`config.mk`:
```
export PLATFORM = sky130hd
export DESIGN_NAME = safeload_ctrl
export DESIGN_NICKNAME = d
export VERILOG_FILES = /design/src/rtl/safeload_pkg.sv /design/src/rtl/safeload_decode.sv /design/src/rtl/safeload_slots.sv /design/src/rtl/safeload_pick.sv /design/src/rtl/safeload_sched.sv /design/src/rtl/safeload_ctrl.sv
export SDC_FILE = /design/constraint.sdc
export NUM_CORES = 1
export LEC_CHECK = 0
export ABC_AREA = 0
export ABC_CLOCK_PERIOD_IN_PS = 4100
export BUFFER_PORTS_ARGS = -buffer_cell sky130_fd_sc_hd__buf_2
export CAP_MARGIN = 10
export CORE_UTILIZATION = 38
export CTS_CLUSTER_DIAMETER = 120
export DETAILED_ROUTE_END_ITERATION = 8
export HOLD_SLACK_MARGIN = 0.12
export MAX_ROUTING_LAYER = met4
export PLACE_DENSITY = 0.53
export RECOVER_POWER = 25
export SLEW_MARGIN = 30
export SYNTH_ARGS = -nofsm -noshare
export SYNTH_HDL_FRONTEND = slang
export SYNTH_SLANG_ARGS = --single-unit
export TNS_END_PERCENT = 50
```
`constraint.sdc`:
```
create_clock -name clk_i -period 4.1 [get_ports clk_i]
set_input_delay 0.615 -clock clk_i [delete_from_list [all_inputs] [get_ports clk_i]]
set_output_delay 0.615 -clock clk_i [all_outputs]
set_load 0.1 [all_outputs]
```
`src/rtl/safeload_pkg.sv`:
```
package safeload_pkg;
  typedef enum logic [1:0] {
    SCH_IDLE  = 2'd0,
    SCH_WAIT  = 2'd1,
    SCH_ARMED = 2'd2
  } sched_state_e;
endpackage

```
`src/rtl/safeload_decode.sv`:
```
module safeload_decode #(
  parameter int N_SLOTS   = 5,
  parameter int REG_AW    = 12,
  parameter int DATA_BASE = 2064,
  parameter int ADDR_BASE = 2069,
  parameter int CTRL_ADDR = 2076
) (
  input  logic              wr_en_i,
  input  logic [REG_AW-1:0] wr_addr_i,
  input  logic              init_bit_i,
  input  logic              busy_i,
  output logic [N_SLOTS-1:0] addr_we_o,
  output logic [N_SLOTS-1:0] data_we_o,
  output logic              init_wr_o
);
  logic accept;
  assign accept = wr_en_i && !busy_i;

  for (genvar i = 0; i < N_SLOTS; i++) begin : g_slot
    assign addr_we_o[i] = accept && (wr_addr_i == REG_AW'(ADDR_BASE + i));
    assign data_we_o[i] = accept && (wr_addr_i == REG_AW'(DATA_BASE + i));
  end

  assign init_wr_o = accept && init_bit_i && (wr_addr_i == REG_AW'(CTRL_ADDR));
endmodule

```
`src/rtl/safeload_slots.sv`:
```
module safeload_slots #(
  parameter int N_SLOTS = 5,
  parameter int RAM_AW  = 10,
  parameter int RAM_DW  = 28
) (
  input  logic                          clk_i,
  input  logic                          rst_ni,
  input  logic                          busy_i,
  input  logic [N_SLOTS-1:0]            addr_we_i,
  input  logic [N_SLOTS-1:0]            data_we_i,
  input  logic [RAM_AW-1:0]             addr_in_i,
  input  logic [RAM_DW-1:0]             data_in_i,
  input  logic [N_SLOTS-1:0]            clr_i,
  output logic [N_SLOTS-1:0]            valid_o,
  output logic [N_SLOTS-1:0][RAM_AW-1:0] addr_o,
  output logic [N_SLOTS-1:0][RAM_DW-1:0] data_o
);
  logic [N_SLOTS-1:0]             valid_q;
  logic [N_SLOTS-1:0][RAM_AW-1:0] addr_q;
  logic [N_SLOTS-1:0][RAM_DW-1:0] data_q;

  for (genvar i = 0; i < N_SLOTS; i++) begin : g_slot
    always_ff @(posedge clk_i or negedge rst_ni) begin
      if (!rst_ni) begin
        valid_q[i] <= 1'b0;
        addr_q[i]  <= '0;
        data_q[i]  <= '0;
      end else begin
        if (addr_we_i[i]) addr_q[i] <= addr_in_i;
        if (data_we_i[i]) data_q[i] <= data_in_i;
        if (data_we_i[i])   valid_q[i] <= 1'b1;
        else if (clr_i[i])  valid_q[i] <= 1'b0;
      end
    end
  end

  assign valid_o = valid_q;
  assign addr_o  = addr_q;
  assign data_o  = data_q;

  // a committed slot is no longer pending
  a_r7_clear_pending: assert property (@(posedge clk_i) disable iff (!rst_ni)
    (|clr_i) |=> ((valid_q & $past(clr_i)) == '0));
  // pending only ever appears after a data write
  a_r3_set_by_data: assert property (@(posedge clk_i) disable iff (!rst_ni)
    ((valid_q & ~$past(valid_q)) != '0) |-> $past(|data_we_i));
  // staged content frozen while busy
  a_r9_frozen: assert property (@(posedge clk_i) disable iff (!rst_ni)
    busy_i |=> ($stable(addr_q) && $stable(data_q)));
endmodule

```
`src/rtl/safeload_pick.sv`:
```
module safeload_pick #(
  parameter int N_SLOTS = 5,
  localparam int SEL_W  = (N_SLOTS > 1) ? $clog2(N_SLOTS) : 1
) (
  input  logic [N_SLOTS-1:0] valid_i,
  output logic [N_SLOTS-1:0] grant_o,
  output logic [SEL_W-1:0]   sel_o,
  output logic               any_o,
  output logic               more_o
);
  always_comb begin
    grant_o = '0;
    sel_o   = '0;
    for (int i = N_SLOTS - 1; i >= 0; i--) begin
      if (valid_i[i]) begin
        grant_o = '0;
        grant_o[i] = 1'b1;
        sel_o = SEL_W'(i);
      end
    end
  end

  assign any_o  = |valid_i;
  assign more_o = |(valid_i & ~grant_o);
endmodule

```
`src/rtl/safeload_sched.sv`:
```
module safeload_sched
  import safeload_pkg::*;
#(
  parameter int CNT_W     = 10,
  parameter int START_CYC = 1019
) (
  input  logic             clk_i,
  input  logic             rst_ni,
  input  logic             init_wr_i,
  input  logic             frame_start_i,
  input  logic [CNT_W-1:0] instr_cnt_i,
  input  logic             more_i,
  output logic             window_o,
  output logic             busy_o
);
  sched_state_e state_q;
  logic done;

  assign window_o = (state_q == SCH_ARMED) && (instr_cnt_i >= CNT_W'(START_CYC));
  assign done     = window_o && !more_i;
  assign busy_o   = (state_q != SCH_IDLE);

  always_ff @(posedge clk_i or negedge rst_ni) begin
    if (!rst_ni) state_q <= SCH_IDLE;
    else begin
      unique case (state_q)
        SCH_IDLE:  if (init_wr_i) state_q <= SCH_WAIT;
        SCH_WAIT:  if (frame_start_i) state_q <= SCH_ARMED;
        SCH_ARMED: if (done) state_q <= SCH_IDLE;
        default:   state_q <= SCH_IDLE;
      endcase
    end
  end

  // busy only follows an initiate request
  a_r4_busy_rise: assert property (@(posedge clk_i) disable iff (!rst_ni)
    $rose(busy_o) |-> $past(init_wr_i));
  // arming only on a frame boundary
  a_r5_arm_on_frame: assert property (@(posedge clk_i) disable iff (!rst_ni)
    $rose(state_q == SCH_ARMED) |-> $past(frame_start_i));
  // busy ends only inside the reserved window
  a_r8_busy_fall: assert property (@(posedge clk_i) disable iff (!rst_ni)
    $fell(busy_o) |-> ($past(instr_cnt_i) >= CNT_W'(START_CYC)));
endmodule

```
`src/rtl/safeload_ctrl.sv`:
```
module safeload_ctrl #(
  parameter int N_SLOTS   = 5,
  parameter int RAM_AW    = 10,
  parameter int RAM_DW    = 28,
  parameter int REG_AW    = 12,
  parameter int REG_DW    = 40,
  parameter int FRAME_CYC = 1024,
  parameter int DATA_BASE = 2064,
  parameter int ADDR_BASE = 2069,
  parameter int CTRL_ADDR = 2076,
  parameter int INIT_BIT  = 2,
  localparam int CNT_W    = $clog2(FRAME_CYC),
  localparam int START_CYC = FRAME_CYC - N_SLOTS,
  localparam int SEL_W    = (N_SLOTS > 1) ? $clog2(N_SLOTS) : 1
) (
  input  logic              clk_i,
  input  logic              rst_ni,
  input  logic              wr_en_i,
  input  logic [REG_AW-1:0] wr_addr_i,
  input  logic [REG_DW-1:0] wr_data_i,
  input  logic              frame_start_i,
  input  logic [CNT_W-1:0]  instr_cnt_i,
  output logic              busy_o,
  output logic              ram_we_o,
  output logic [RAM_AW-1:0] ram_addr_o,
  output logic [RAM_DW-1:0] ram_wdata_o
);
  logic [N_SLOTS-1:0] addr_we, data_we, valid, grant, clr;
  logic [N_SLOTS-1:0][RAM_AW-1:0] addr_arr;
  logic [N_SLOTS-1:0][RAM_DW-1:0] data_arr;
  logic [SEL_W-1:0] sel;
  logic init_wr, any, more, window, busy;
  logic unused_wr_hi;

  assign unused_wr_hi = ^wr_data_i[REG_DW-1:RAM_DW];

  safeload_decode #(
    .N_SLOTS(N_SLOTS), .REG_AW(REG_AW), .DATA_BASE(DATA_BASE),
    .ADDR_BASE(ADDR_BASE), .CTRL_ADDR(CTRL_ADDR)
  ) u_decode (
    .wr_en_i(wr_en_i), .wr_addr_i(wr_addr_i), .init_bit_i(wr_data_i[INIT_BIT]),
    .busy_i(busy), .addr_we_o(addr_we), .data_we_o(data_we), .init_wr_o(init_wr)
  );

  safeload_slots #(.N_SLOTS(N_SLOTS), .RAM_AW(RAM_AW), .RAM_DW(RAM_DW)) u_slots (
    .clk_i(clk_i), .rst_ni(rst_ni), .busy_i(busy),
    .addr_we_i(addr_we), .data_we_i(data_we),
    .addr_in_i(wr_data_i[RAM_AW-1:0]), .data_in_i(wr_data_i[RAM_DW-1:0]),
    .clr_i(clr), .valid_o(valid), .addr_o(addr_arr), .data_o(data_arr)
  );

  safeload_pick #(.N_SLOTS(N_SLOTS)) u_pick (
    .valid_i(valid), .grant_o(grant), .sel_o(sel), .any_o(any), .more_o(more)
  );

  safeload_sched #(.CNT_W(CNT_W), .START_CYC(START_CYC)) u_sched (
    .clk_i(clk_i), .rst_ni(rst_ni), .init_wr_i(init_wr),
    .frame_start_i(frame_start_i), .instr_cnt_i(instr_cnt_i),
    .more_i(more), .window_o(window), .busy_o(busy)
  );

  assign clr         = grant & {N_SLOTS{window}};
  assign ram_we_o    = window && any;
  assign ram_addr_o  = addr_arr[sel];
  assign ram_wdata_o = data_arr[sel];
  assign busy_o      = busy;

  // RAM writes only in the reserved trailing cycles
  a_r10_window: assert property (@(posedge clk_i) disable iff (!rst_ni)
    ram_we_o |-> (instr_cnt_i >= CNT_W'(START_CYC)));
  // a write always happens under busy
  a_r8_we_busy: assert property (@(posedge clk_i) disable iff (!rst_ni)
    ram_we_o |-> busy_o);
endmodule

```
[Word level (Yosys, flattened, before mapping)]
Index checks and enable logic that the tools add are counted.
Storage, ports and cells
  word-level logic and storage cells: 93
  bits of input ports: 66
  register bits after elaboration: 197
Cells by class
  mux-type cells: 28
  bitwise logic cells: 3
  eq/ne operators: 16
  order comparisons: 2
  reduce and logical (&&, ||, !) cells: 28
Operators by type and width (number)
  12-bit == test (second input constant): 11
  28-bit binary-select mux with 3-bit select: 1
  10-bit binary-select mux with 3-bit select: 1
  28-bit 2-to-1 mux: 1
  5-bit 2-to-1 mux: 5
  1-bit logical AND: 16
  3-bit 2-to-1 mux: 5
  2-bit nonzero test: 6
  5-bit bitwise AND: 2
  10-bit >= comparator (second input constant): 1
  1-bit 2-to-1 mux: 10
  10-bit 2-to-1 mux: 1
  5-bit OR reduction: 2
  2-bit 2-to-1 mux: 3
  2-bit case mux with 3 select lines: 1
  5-bit inverter: 1
  3-bit by 4-bit < comparator with 1-bit output (second input constant): 1
  2-bit inequality test (second input constant): 2
  3-bit AND reduction: 1
  2-bit by 1-bit == test with 1-bit output (second input constant): 1
  2-bit == test (second input constant): 1
  1-bit logical NOT: 2
  2-bit logical NOT: 1
  2-bit by 1-bit inequality test with 1-bit output (second input constant): 1

[Logic depth before layout (Yosys ltp)]
  word-level depth: 12
  mapped depth: 7
  mapped depth without buffers: 4

[Cells and area by module]
Synthesis repeated with hierarchy kept, for this count alone.
Unflattened totals
  cells, all modules: 654
  area, all modules: 9419.0 um2
By module, submodules not included
  safeload_slots: cells each 415, instances 1, seq. area each 4879.7 um2, area an instance 7407.1 um2
  safeload_ctrl: cells each 183, instances 1, seq. area each 0.0 um2, area an instance 1576.5 um2
  safeload_decode: cells each 26, instances 1, seq. area each 0.0 um2, area an instance 206.4 um2
  safeload_sched: cells each 14, instances 1, seq. area each 50.0 um2, area an instance 125.1 um2
  safeload_pick: cells each 16, instances 1, seq. area each 0.0 um2, area an instance 103.8 um2

[Worst setup path before layout]
OpenSTA, ideal clock, no wires.
  path type: register to output
  start point: register u_slots.valid_q[0], in the netlist u_slots.valid_o[0]
  end point: output port ram_wdata_o[20]
  data arrival time: 4004 ps
  cell stages (with the launch flop): 7
  path buffers: 2
  path slack: -519 ps
  path through: dfrtp_1 > clkbuf_1 > or2_2 > nor2_1 > clkbuf_1 > nor3_1 > o31ai_1
Between the ends
  word-level cells in the longest chain between the ends: 3
RTL lines
  start: declaration: line safeload_slots.sv:18  | logic [N_SLOTS-1:0] valid_q;
  start signal: indexed assignment: line safeload_slots.sv:25  | valid_q[i] <= 1'b0;
  start signal: indexed assignment: line safeload_slots.sv:31  | if (data_we_i[i]) valid_q[i] <= 1'b1;
  start signal: indexed assignment: line safeload_slots.sv:32  | else if (clr_i[i]) valid_q[i] <= 1'b0;
  3-bit 2-to-1 mux: line safeload_pick.sv:15  | if (valid_i[i]) begin
  28-bit binary-select mux with 3-bit select: line safeload_ctrl.sv:65  | assign ram_wdata_o = data_arr[sel];
  28-bit 2-to-1 mux (not written as such): line safeload_ctrl.sv:65
  end: declaration: line safeload_ctrl.sv:26  | output logic [RAM_DW-1:0] ram_wdata_o
No other way between the ends. The select of a mux whose other input is x is not followed.

[Worst setup path in the final report]
  start point: register u_slots.valid_q[2], in the netlist u_slots.valid_o[2]
  end point: output port ram_wdata_o[27]
Between the ends
  word-level cells in the longest chain between the ends: 5
RTL lines (line)
  3-bit 2-to-1 mux (3 in series): safeload_pick.sv:15
  28-bit binary-select mux with 3-bit select: safeload_ctrl.sv:65
  28-bit 2-to-1 mux (not written as such): safeload_ctrl.sv:65
No other way between the ends. The select of a mux whose other input is x is not followed.

==> metrics.cfg <==
[run_status]
outcome=complete, but fails checks
failed_checks=max-capacitance violations, max-slew violations

[cells_and_area]
fill_cells=2080
syn2layout_area_growth_pct=17.52
final_common_cell=dfrtp_1
layout-drive-gt1-share_pct=45.74
final_nets=841
multi_input_area_sq_um=3852
final_cell_mix=dfrtp_1, mux2_2, buf_2, nor3_1, nand2_1
seqCellArea_sq_um=4930
diodes=0
final_util_pct=45.96
fin_cells=1100

[sta]
worst_pin_slew_ps=3221
setup_viol=0
fin_tns_setup_ps=0
rsz0062_at_grt=no
finalCritPeriodShare_pct=89.20
period_minus_slack_ps=3657
clock_skew_ps=7.037
max_freq_ghz=0.2734
slew_violations=58
hold_viol=0
slew_headroom_pct=-114.7

[place]
place_inst=1068
numPortBuffers=93
place_congestion=0.7641
hpwl_mm=14.13

[routing]
vias=6068
drt-pass1-iter-count=4
wire_per_inst_microns=21.11
route.detailed.drc=0
drtAntennaViolNets=0
routed_via_density=5.516
drt-total-wl_mm=23.23
initialDrtViolationCount=234

[setup_path]
worst_setup_path_end_kind=output pin
worstPathMaxFanout=18
cpPeakStageDelay_ps=680
slowest_stage=nand2_1
crit_chain=or2_2, nand2_1, a211oi_1, o22ai_1, buf_2
crit_type=flop to output pin
cp-start-kind=flop
worst_ep_arrival_time_ps=3040
cp.required_ps=3480
reg2reg_slack_ps=1290

[synthesis]
synth_edf_count=0
synth_seq_area_share_pct=55.00
async_flop_share_pct=100.0
syn-mean-instance-area_sq_um=12.80
synthFlopType=dfrtp_1
synth_compound_area_share_pct=8.348
synth_area_leader_cell=dfrtp_1
synthTopCellsByArea=dfrtp_1, mux2_2, nor3_1, o221ai_1, mux2i_1
ys.warnings.count=0
yosys.area_share.simple_pct=7.762
synth.area.mux_share_pct=26.02
synth_top_family_by_area=multiplexers
synth_cell_type_count=36
synth-xor-area-share_pct=0
synth_area_sq_um=8962
syn_inst=700
synthAdderAreaFrac_pct=0
ys_ff_latch=197
synthDominantCellAreaShare_pct=55.00
syn_nets=766

[floorplan]
pin_count=106
start_util_pct=39.11
core_area_sq_um=22920
dieArea_sq_um=24200
die_h_microns=155.6
die_w_microns=155.6
rows=55

[power_and_ir_drop]
p_per_area_nw_per_um2=357.0
total_power_w=0.003761
p_leak_nw=5.253
vdd_drop_max_mv=0.1938

[clock_network]
clock-sinks=197
hold_buffers=0
worstSkewPairLatency_ps=440
clk_pin_slew_ps=70
cts_made_buffers=17
clk_path_buf_depth=2
cts_tree=done
cts-root-buf=clkbuf_16
cts-resized-gates=0
cts_max_level=4
cts_setup_buffers=0

[grt]
use_met1_pct=26.39
antenna_found_initial=0
grt_pass1_wl_mm=37.05
use_met2_pct=35.51
grt_usage_pct=21.07
grt_overflow=0
grt_max_degree=116
top_usage_layer=met2
grt_pass1_vias=6422
globalRouteMet3Util_pct=3.250

[min_path]
min_path_type=input port to flop

[job]
maxCapViolations=1

[area by class of cell]
cell class | count | area share (%)
multi-input cells | 440 | 36.58
inverters | 2 | 0.07128
clock buffers | 17 | 4.039
well taps | 313 | 3.718
flip-flops and latches | 197 | 46.80
clock inverters | 14 | 1.081
repair buffers | 117 | 7.710
[critical path, delay by kind of cell, from the launching register on]
| family | cells | cell delay [ps] |
|---|---|---|
| compound gates | 2 | 480 |
| buf+inv | 1 | 480 |
| flops | 1 | 450 |
| simple gates | 2 | 1180 |
[Yosys cell counts, types with 3 or more instances]
cell type and number:
dfrtp_1 197, mux2_2 189, nor3_1 40, clkbuf_1 39, nand2_1 29, o21ai_0 21, o31ai_1 21, and3_1 20
o221ai_1 20, a211oi_1 18, mux2i_1 17, o22ai_1 17, buf_1 10, buf_2 10, nor2_1 8, a21oi_1 6
nand2b_1 5, nand3_1 3, nand4_1 3, or2_2 3, or4_1 3
[metal layers]
| layer | vias up | share of wire (%) |
|---|---|---|
| met3 | 18 | 3.2 |
| met1 | 3175 | 45 |
| li1 | 2743 | - |
| met2 | 132 | 51 |
| met4 | 0 | 1.1 |
| met5 | - | 0 |
[state kept, by name, indices dropped and copies added, names as in the netlist]
register	count
u_sched.state_q	2
u_slots.data_o	140
u_slots.addr_o	50
u_slots.valid_o	5
[power breakdown]
part | total (W) | internal, W | switching, W | leakage (nW)
clock | 0.00156 | 0.000827 | 0.000728 | 0.252
sequential | 0.00196 | 0.00195 | 0.00000468 | 2.75
combinational | 0.000250 | 0.0000672 | 0.000182 | 2.25
[final timing paths]
kind,startpoint,endpoint,cells past startpoint
max,u_slots.valid_o[2]$_DFFE_PN0P_,ram_wdata_o[27],5
min,frame_start_i,u_sched.state_q[0]$_DFFE_PN0P_,3
max reg2reg,u_sched.state_q[1]$_DFFE_PN0P_,u_slots.addr_o[44]$_DFFE_PN0P_,5
min reg2reg,u_slots.addr_o[39]$_DFFE_PN0P_,u_slots.addr_o[39]$_DFFE_PN0P_,1
max in group asynchronous,rst_ni,u_slots.data_o[110]$_DFFE_PN0P_,3
min in group asynchronous,rst_ni,u_slots.data_o[99]$_DFFE_PN0P_,1
[logic make-up (layout without fill, tap and decap cells)]
family / after synthesis / after routing
and+or+nand+nor: 125 / 125
buffers and inverters: 63 / 150
AOI/OAI and AO/OA: 107 / 107
muxes: 208 / 208
DFF: 197 / 197
[stage by stage]
step | cell area [sq um] | hold WS [ps] | worst slack (ps)
after floorplan | 9012 | 319.4 | -377.0
after global placement | 9976 | 471.3 | 832.2
after global routing | 10530 | 456.8 | 342.5
after CTS | 10520 | 337.5 | 452.8
after detailed placement | 9976 | 483.3 | 803.3
final | 10530 | 456.3 | 443.0
Power figures use the tool's default switching activity.
